## src/rtl/vcb_pkg.sv

```systemverilog
package vcb_pkg;

    localparam logic [6:0] OPC_VARITH = 7'b1010111;

    localparam logic [5:0] F6_ADD_C   = 6'b010000;
    localparam logic [5:0] F6_ADD_CO  = 6'b010001;
    localparam logic [5:0] F6_SUB_B   = 6'b010010;
    localparam logic [5:0] F6_SUB_BO  = 6'b010011;

    localparam logic [2:0] F3_VV = 3'b000;
    localparam logic [2:0] F3_VX = 3'b100;
    localparam logic [2:0] F3_VI = 3'b011;

    typedef enum logic [1:0] {
        OP_ADD_C,
        OP_ADD_CO,
        OP_SUB_B,
        OP_SUB_BO
    } vcb_op_e;

    typedef enum logic [1:0] {
        SRC_VEC,
        SRC_SCALAR,
        SRC_IMM
    } vcb_src_e;

    typedef enum logic [1:0] {
        ST_IDLE,
        ST_RUN,
        ST_TAIL,
        ST_DONE
    } vcb_state_e;

    typedef struct packed {
        vcb_op_e    op;
        vcb_src_e   src;
        logic       vm;
        logic [4:0] vd;
        logic [4:0] imm;
    } vcb_dec_t;

endpackage

```

## src/rtl/vcb_decode.sv

```systemverilog
module vcb_decode
    import vcb_pkg::*;
(
    input  logic [31:0] instr,
    input  logic [2:0]  lmul,
    output vcb_dec_t    dec,
    output logic        bad
);

    logic [5:0] f6;
    logic [2:0] f3;
    logic       op_known;
    logic       src_known;
    logic       grouped;
    logic       body_op;

    always_comb begin
        f6        = instr[31:26];
        f3        = instr[14:12];
        dec.vm    = instr[25];
        dec.vd    = instr[11:7];
        dec.imm   = instr[19:15];
        op_known  = 1'b1;
        src_known = 1'b1;
        dec.op    = OP_ADD_C;
        dec.src   = SRC_VEC;

        unique case (f6)
            F6_ADD_C:  dec.op = OP_ADD_C;
            F6_ADD_CO: dec.op = OP_ADD_CO;
            F6_SUB_B:  dec.op = OP_SUB_B;
            F6_SUB_BO: dec.op = OP_SUB_BO;
            default:   op_known = 1'b0;
        endcase

        unique case (f3)
            F3_VV:   dec.src = SRC_VEC;
            F3_VX:   dec.src = SRC_SCALAR;
            F3_VI:   dec.src = SRC_IMM;
            default: src_known = 1'b0;
        endcase

        grouped = (lmul == 3'd1) || (lmul == 3'd2) || (lmul == 3'd3);
        body_op = (dec.op == OP_ADD_C) || (dec.op == OP_SUB_B);

        bad = (instr[6:0] != OPC_VARITH)
            || !op_known
            || !src_known
            || ((dec.src == SRC_IMM) && ((dec.op == OP_SUB_B) || (dec.op == OP_SUB_BO)))
            || (body_op && dec.vm)
            || (body_op && (dec.vd == 5'd0) && grouped);
    end

endmodule

```

## src/rtl/vcb_alu.sv

```systemverilog
module vcb_alu #(
    parameter int ELEN = 64
) (
    input  logic [ELEN-1:0] a,
    input  logic [ELEN-1:0] b,
    input  logic            cin,
    input  logic            is_sub,
    input  logic [1:0]      sew,
    output logic [ELEN-1:0] res,
    output logic            cout
);

    localparam int NW = $clog2(ELEN / 8) + 1;

    logic [ELEN-1:0] res_l [NW];
    logic [NW-1:0]   co_l;

    for (genvar g = 0; g < NW; g++) begin : g_width
        localparam int W = 8 << g;
        logic [W:0] add_f;
        logic [W:0] sub_f;

        assign add_f = {1'b0, a[W-1:0]} + {1'b0, b[W-1:0]} + {{W{1'b0}}, cin};
        assign sub_f = {1'b0, a[W-1:0]} - {1'b0, b[W-1:0]} - {{W{1'b0}}, cin};

        assign res_l[g] = is_sub ? ELEN'(sub_f[W-1:0]) : ELEN'(add_f[W-1:0]);
        assign co_l[g]  = is_sub ? sub_f[W] : add_f[W];
    end

    always_comb begin
        res  = '0;
        cout = 1'b0;
        for (int k = 0; k < NW; k++) begin
            if (int'(sew) == k) begin
                res  = res_l[k];
                cout = co_l[k];
            end
        end
    end

endmodule

```

## src/rtl/vec_carry_unit.sv

```systemverilog
module vec_carry_unit
    import vcb_pkg::*;
#(
    parameter int ELEN   = 64,
    parameter int MAX_VL = 256,
    localparam int IDXW  = $clog2(MAX_VL + 1)
) (
    input  logic            clk,
    input  logic            rst_n,
    input  logic            start,
    input  logic [31:0]     instr,
    input  logic [1:0]      sew,
    input  logic [2:0]      lmul,
    input  logic [IDXW-1:0] vl,
    input  logic [IDXW-1:0] vlmax,
    input  logic            tail_agn,
    input  logic [ELEN-1:0] scalar,
    output logic [IDXW-1:0] elem_idx,
    input  logic [ELEN-1:0] vs2_elem,
    input  logic [ELEN-1:0] vs1_elem,
    input  logic            v0_bit,
    output logic            wr_en,
    output logic            wr_is_mask,
    output logic [ELEN-1:0] wr_data,
    output logic            wr_bit,
    output logic            busy,
    output logic            done,
    output logic            illegal
);

    vcb_state_e      st_q, st_d;
    logic [IDXW-1:0] idx_q, idx_d;
    vcb_dec_t        dec_in, dec_q;
    logic            bad_in, bad_q;
    logic [IDXW-1:0] vl_q, vlmax_q;
    logic [1:0]      sew_q;
    logic            ta_q;
    logic [ELEN-1:0] scalar_q;

    logic            mask_in, mask_q;
    logic            sweep_in, sweep_q;
    logic            last_body, last_tail;
    logic [ELEN-1:0] op1;
    logic            cin;
    logic [ELEN-1:0] alu_res;
    logic            alu_co;

    vcb_decode u_decode (
        .instr (instr),
        .lmul  (lmul),
        .dec   (dec_in),
        .bad   (bad_in)
    );

    assign mask_in  = (dec_in.op == OP_ADD_CO) || (dec_in.op == OP_SUB_BO);
    assign mask_q   = (dec_q.op == OP_ADD_CO) || (dec_q.op == OP_SUB_BO);
    assign sweep_in = mask_in && tail_agn && (vl < vlmax);
    assign sweep_q  = mask_q && ta_q && (vl_q < vlmax_q);

    assign last_body = (idx_q == vl_q - 1'b1);
    assign last_tail = (idx_q == vlmax_q - 1'b1);

    // Operand selection and carry-in policy
    always_comb begin
        unique case (dec_q.src)
            SRC_VEC:    op1 = vs1_elem;
            SRC_SCALAR: op1 = scalar_q;
            default:    op1 = {{(ELEN-5){dec_q.imm[4]}}, dec_q.imm};
        endcase
        cin = (mask_q && dec_q.vm) ? 1'b0 : v0_bit;
    end

    vcb_alu #(.ELEN(ELEN)) u_alu (
        .a      (vs2_elem),
        .b      (op1),
        .cin    (cin),
        .is_sub ((dec_q.op == OP_SUB_B) || (dec_q.op == OP_SUB_BO)),
        .sew    (sew_q),
        .res    (alu_res),
        .cout   (alu_co)
    );

    // Next-state logic
    always_comb begin
        st_d  = st_q;
        idx_d = idx_q;
        unique case (st_q)
            ST_IDLE: begin
                idx_d = '0;
                if (start) begin
                    if (bad_in)              st_d = ST_DONE;
                    else if (vl != '0)       st_d = ST_RUN;
                    else if (sweep_in)       st_d = ST_TAIL;
                    else                     st_d = ST_DONE;
                end
            end
            ST_RUN: begin
                idx_d = idx_q + 1'b1;
                if (last_body) st_d = sweep_q ? ST_TAIL : ST_DONE;
            end
            ST_TAIL: begin
                idx_d = idx_q + 1'b1;
                if (last_tail) st_d = ST_DONE;
            end
            ST_DONE: begin
                st_d = ST_IDLE;
            end
            default: st_d = ST_IDLE;
        endcase
    end

    // State register and captured operation context
    always_ff @(posedge clk or negedge rst_n) begin
        if (!rst_n) begin
            st_q     <= ST_IDLE;
            idx_q    <= '0;
            dec_q    <= '0;
            bad_q    <= 1'b0;
            vl_q     <= '0;
            vlmax_q  <= '0;
            sew_q    <= '0;
            ta_q     <= 1'b0;
            scalar_q <= '0;
        end else begin
            st_q  <= st_d;
            idx_q <= idx_d;
            if (st_q == ST_IDLE && start) begin
                dec_q    <= dec_in;
                bad_q    <= bad_in;
                vl_q     <= vl;
                vlmax_q  <= vlmax;
                sew_q    <= sew;
                ta_q     <= tail_agn;
                scalar_q <= scalar;
            end
        end
    end

    // Outputs
    always_comb begin
        elem_idx   = idx_q;
        busy       = (st_q != ST_IDLE);
        done       = (st_q == ST_DONE);
        illegal    = (st_q == ST_DONE) && bad_q;
        wr_en      = 1'b0;
        wr_is_mask = 1'b0;
        wr_data    = '0;
        wr_bit     = 1'b0;
        unique case (st_q)
            ST_RUN: begin
                wr_en      = 1'b1;
                wr_is_mask = mask_q;
                wr_data    = mask_q ? '0 : alu_res;
                wr_bit     = mask_q ? alu_co : 1'b0;
            end
            ST_TAIL: begin
                wr_en      = 1'b1;
                wr_is_mask = 1'b1;
            end
            default: ;
        endcase
    end

    // every write happens inside a busy window
    p_wr_busy_r8: assert property (@(posedge clk) disable iff (!rst_n)
        wr_en |-> busy);

    // back-to-back writes step the index by one
    p_idx_step_r8: assert property (@(posedge clk) disable iff (!rst_n)
        (wr_en && $past(wr_en)) |-> (elem_idx == $past(elem_idx) + 1'b1));

    // writes at or past vl are zero mask bits
    p_tail_zero_r9: assert property (@(posedge clk) disable iff (!rst_n)
        (wr_en && (elem_idx >= vl_q)) |-> (wr_is_mask && !wr_bit));

    // completion is a single-cycle pulse
    p_done_pulse_r10: assert property (@(posedge clk) disable iff (!rst_n)
        done |=> !done);

    // an illegal completion carries no write
    p_illegal_quiet_r6: assert property (@(posedge clk) disable iff (!rst_n)
        illegal |-> (done && !wr_en));

    // element results never leave bits above SEW set
    p_width_r3: assert property (@(posedge clk) disable iff (!rst_n)
        (wr_en && !wr_is_mask && (sew_q == 2'd0)) |-> (wr_data[ELEN-1:8] == '0));

endmodule

```

## config.mk

```make
export PLATFORM = sky130hd
export DESIGN_NAME = vec_carry_unit
export DESIGN_NICKNAME = d
export VERILOG_FILES = /design/src/rtl/vcb_pkg.sv /design/src/rtl/vcb_decode.sv /design/src/rtl/vcb_alu.sv /design/src/rtl/vec_carry_unit.sv
export SDC_FILE = /design/constraint.sdc
export NUM_CORES = 1
export LEC_CHECK = 0
export ABC_AREA = 1
export BUFFER_PORTS_ARGS = -buffer_cell sky130_fd_sc_hd__buf_2
export CAP_MARGIN = 20
export CORE_ASPECT_RATIO = 0.8
export CORE_UTILIZATION = 55
export DETAILED_ROUTE_END_ITERATION = 10
export HOLD_SLACK_MARGIN = 0.15
export PLACE_DENSITY = 0.9
export SYNTH_ARGS = -nofsm -noshare
export SYNTH_HDL_FRONTEND = slang
export SYNTH_SLANG_ARGS = --single-unit
```

## constraint.sdc

```tcl
create_clock -name clk -period 6.3 [get_ports clk]
set_input_delay 0.63 -clock clk [delete_from_list [all_inputs] [get_ports clk]]
set_output_delay 0.63 -clock clk [all_outputs]
set_load 0.1 [all_outputs]
```

==> results.toml <==
[outcome]
run_status = "complete, no violations"

[placed_design]
hpwl_mm = 68.4
place_congestion = 1.06
io_buffers = 325

[clock_network]
cts_max_path_buffers = 2
cts_root_buffer = "clkbuf_16"
clkTransAtPathRegs_ns = 0.09
numCtsBuffers = 9
post-cts-setup-buffers = 0
post_cts_resized = 0
ctsHoldBuffers = 0
cts_tree = "yes"
clk_latency_ns = 0.37
cts.sinks = 107
htree_levels = 3

[synthesis]
ys.warnings.count = 0
synth_cell_types = 53
ys_seq_area_frac = 0.142
syn_area_mm2 = 0.0189
synthArstFlopShare = 1.00
synth-edff-count = 0
synth_fp_nets = 3886
yosysTopAreaCell = "nand2_1"
ys_ff_latch = 107
syn_avg_cell_area_um2 = 5.54
synth_ff_type = "dfrtp_1"
synth_top_area_share = 0.187
synth.area.top_cells = "nand2_1 (19%), dfrtp_1 (14%), ha_1 (14%)"
synthCells = 3416

[setup_path]
worstPathCellList = "inv_1 > nor2_4 > buf_4 > nor3_1 > ha_1 > inv_1 > ha_1 > nand2_1 > nor2_1 > inv_1 > nor2_1 > inv_1 > nor2_1 > inv_1 > nor2_1 > nor2_1 > nand2_1 > nand2_1 > nand3_1 > nand2_1 > nor2_1 > buf_2"
cp.required_ns = 5.67
rrSetupSlack_ns = 3.85
worstPathArrival_ns = 5.12
start_kind = "flop"
critical_path_class = "flop to primary output"
critPathMaxStageDelay_ns = 0.47
cp_max_fo = 24
cp-end-kind = "primary output"
path_common_cell = "nor2_1"
cp_slowest_cell = "ha_1"

[die]
fp.dieArea_mm2 = 0.0351
core_region_area_mm2 = 0.0337
start_util = 0.561
ios = 331
die_w_um = 209
row_count = 60
die-height_um = 168

[timing]
hold_viol = 0
fin_crit_ns = 5.75
skew_ns = 0.0154
worst_pin_slew_ns = 0.885
slew_headroom = 0.410
setup_violations = 0
grt_setup_unrepaired = "false"
maxSlewViolCount = 0
max_clock_freq_ghz = 0.174
period_share = 0.912
fin_setup_tns_ns = 0

[grt]
grt_start_max_net_pins = 88
antenna_found_initial = 7
grt_usage = 0.445
grt_pass1_wl_mm = 119
grt_pass1_vias = 21125
overflow = 0

[route]
num_vias = 23502
firstDrtPassIters = 8
vias_per_cell = 5.64
routedWlPerCell_um = 19.1
drc_errors = 0
drtIter0Drc = 3036
ant_nets = 0
routed_wl_mm = 79.6

[cells_and_area]
layout-drive-gt1-share = 0.130
seqCellArea_mm2 = 0.00268
num-fill-cells = 3469
layout.nets = 4192
syn2layout_area_growth_pct = 13.1
multi_input_area_mm2 = 0.0137

[min_path]
hold_path_class = "input pin to asynchronous set/reset pin"

[flow_run]
drv_cap = 0
[through the flow]
step	setup slack, ns	hold WS, ns	util	cell area [um^2]	cells
5_1_grt	0.289	0.270	0.634	21400	4167
3_5_place_dp	1.04	0.465	0.625	21100	4145
2_1_floorplan	0.830	0.334	-	18900	3416
4_1_cts	0.640	0.240	0.634	21400	4161
3_3_place_gp	1.09	0.463	0.625	21100	4145
6_report	0.554	0.223	0.635	21400	4169
[worst paths after layout]
check,startpoint,endpoint,depth (start not counted)
worst max-delay path,dec_q[12],wr_data[51],22
worst min-delay path,rst_n,scalar_q[17],1
worst max register to register,st_q[0],dec_q[11],7
worst min register to register,scalar_q[60],scalar_q[60],2
max in group asynchronous,rst_n,dec_q[14],2
min in group clk,scalar[17],scalar_q[17],3
[kinds of logic (layout without fill, tap and decap cells)]
group           count (synthesis)  in the layout  synth area share
simple gates                 1863           1863             0.407
mux                             1              1          0.000529
compound gates                509            509             0.150
flops                         107            107             0.142
buf+inv                       675            986             0.135
xor+xnor                       43             43            0.0199
other cells                     0              8                 0
fa+ha+maj                     218            218             0.146
[sequential cells by signal (all words and copies together), names as in the netlist]
signal and flops:
scalar_q 64, dec_q 10, elem_idx 9, vl_q 9, vlmax_q 9, sew_q 2
st_q 2, bad_q 1, ta_q 1
[cells in the final DEF, fill, tap and decap left out, drive strengths merged, types with 3 or more instances in the layout]
| cell | count |
|---|---|
| buf | 351 |
| a21boi | 8 |
| nor3b | 4 |
| inv | 621 |
| a21o | 7 |
| nor3 | 98 |
| nand4 | 10 |
| o2111ai | 3 |
| fa | 4 |
| nand3 | 184 |
| nand3b | 8 |
| clkinv | 3 |
| o21ai | 168 |
| diode | 8 |
| dfrtp | 107 |
| nand2 | 978 |
| xnor2 | 19 |
| a21oi | 259 |
| and3 | 3 |
| clkbuf | 10 |
| xor2 | 24 |
| o21bai | 44 |
| o211ai | 3 |
| ha | 214 |
| nor4 | 12 |
| o21a | 7 |
| nor2 | 563 |
[worst max-delay path: cells and delay by family, from the launching register on]
| kind | cells | cell delay, ns |
|---|---|---|
| adder cells (fa/ha/maj) | 2 | 0.92 |
| buffers and inverters | 7 | 1.39 |
| flip-flops | 1 | 0.38 |
| AND/OR/NAND/NOR | 13 | 2.03 |
[routing by layer]
metal / GRT usage / wire [um]
met5: 0 / 17
met4: 0.109 / 2010
met3: 0.0948 / 10800
met2: 0.635 / 31100
met1: 0.671 / 35700
[synth_stat cells, types with 3 or more instances]
| cell | number |
|---|---|
| nand2_1 | 944 |
| inv_1 | 600 |
| nor2_1 | 534 |
| a21oi_1 | 246 |
| ha_1 | 214 |
| nand3_1 | 180 |
| o21ai_0 | 152 |
| dfrtp_1 | 107 |
| nor3_1 | 93 |
| o21bai_1 | 41 |
| clkbuf_1 | 37 |
| nand2_2 | 34 |
| nor2_2 | 28 |
| xor2_1 | 24 |
| xnor2_1 | 19 |
| inv_2 | 18 |
| o21ai_1 | 16 |
| a21oi_2 | 13 |
| buf_1 | 10 |
| nand4_1 | 10 |
| buf_2 | 8 |
| nand3b_1 | 8 |
| nor4_1 | 8 |
| a21o_1 | 7 |
| o21a_1 | 7 |
| a21boi_0 | 5 |
| nor3_2 | 5 |
| fa_1 | 4 |
| nand3_2 | 4 |
| nor3b_1 | 4 |
| and3_1 | 3 |
| nor4_2 | 3 |
| o2111ai_1 | 3 |
[area by class of cell]
type | count | area share
multi-input cells | 2634 | 0.640
flip-flops and latches | 107 | 0.125
inverters | 619 | 0.109
repair buffers | 351 | 0.0859
well taps | 434 | 0.0254
clock buffers | 10 | 0.0107
clock inverters | 6 | 0.00298
diodes | 8 | 0.000936
Power is left out: the tool's default activity adds up to more than one toggle a clock period on the data nets, which glitch-free logic cannot reach.
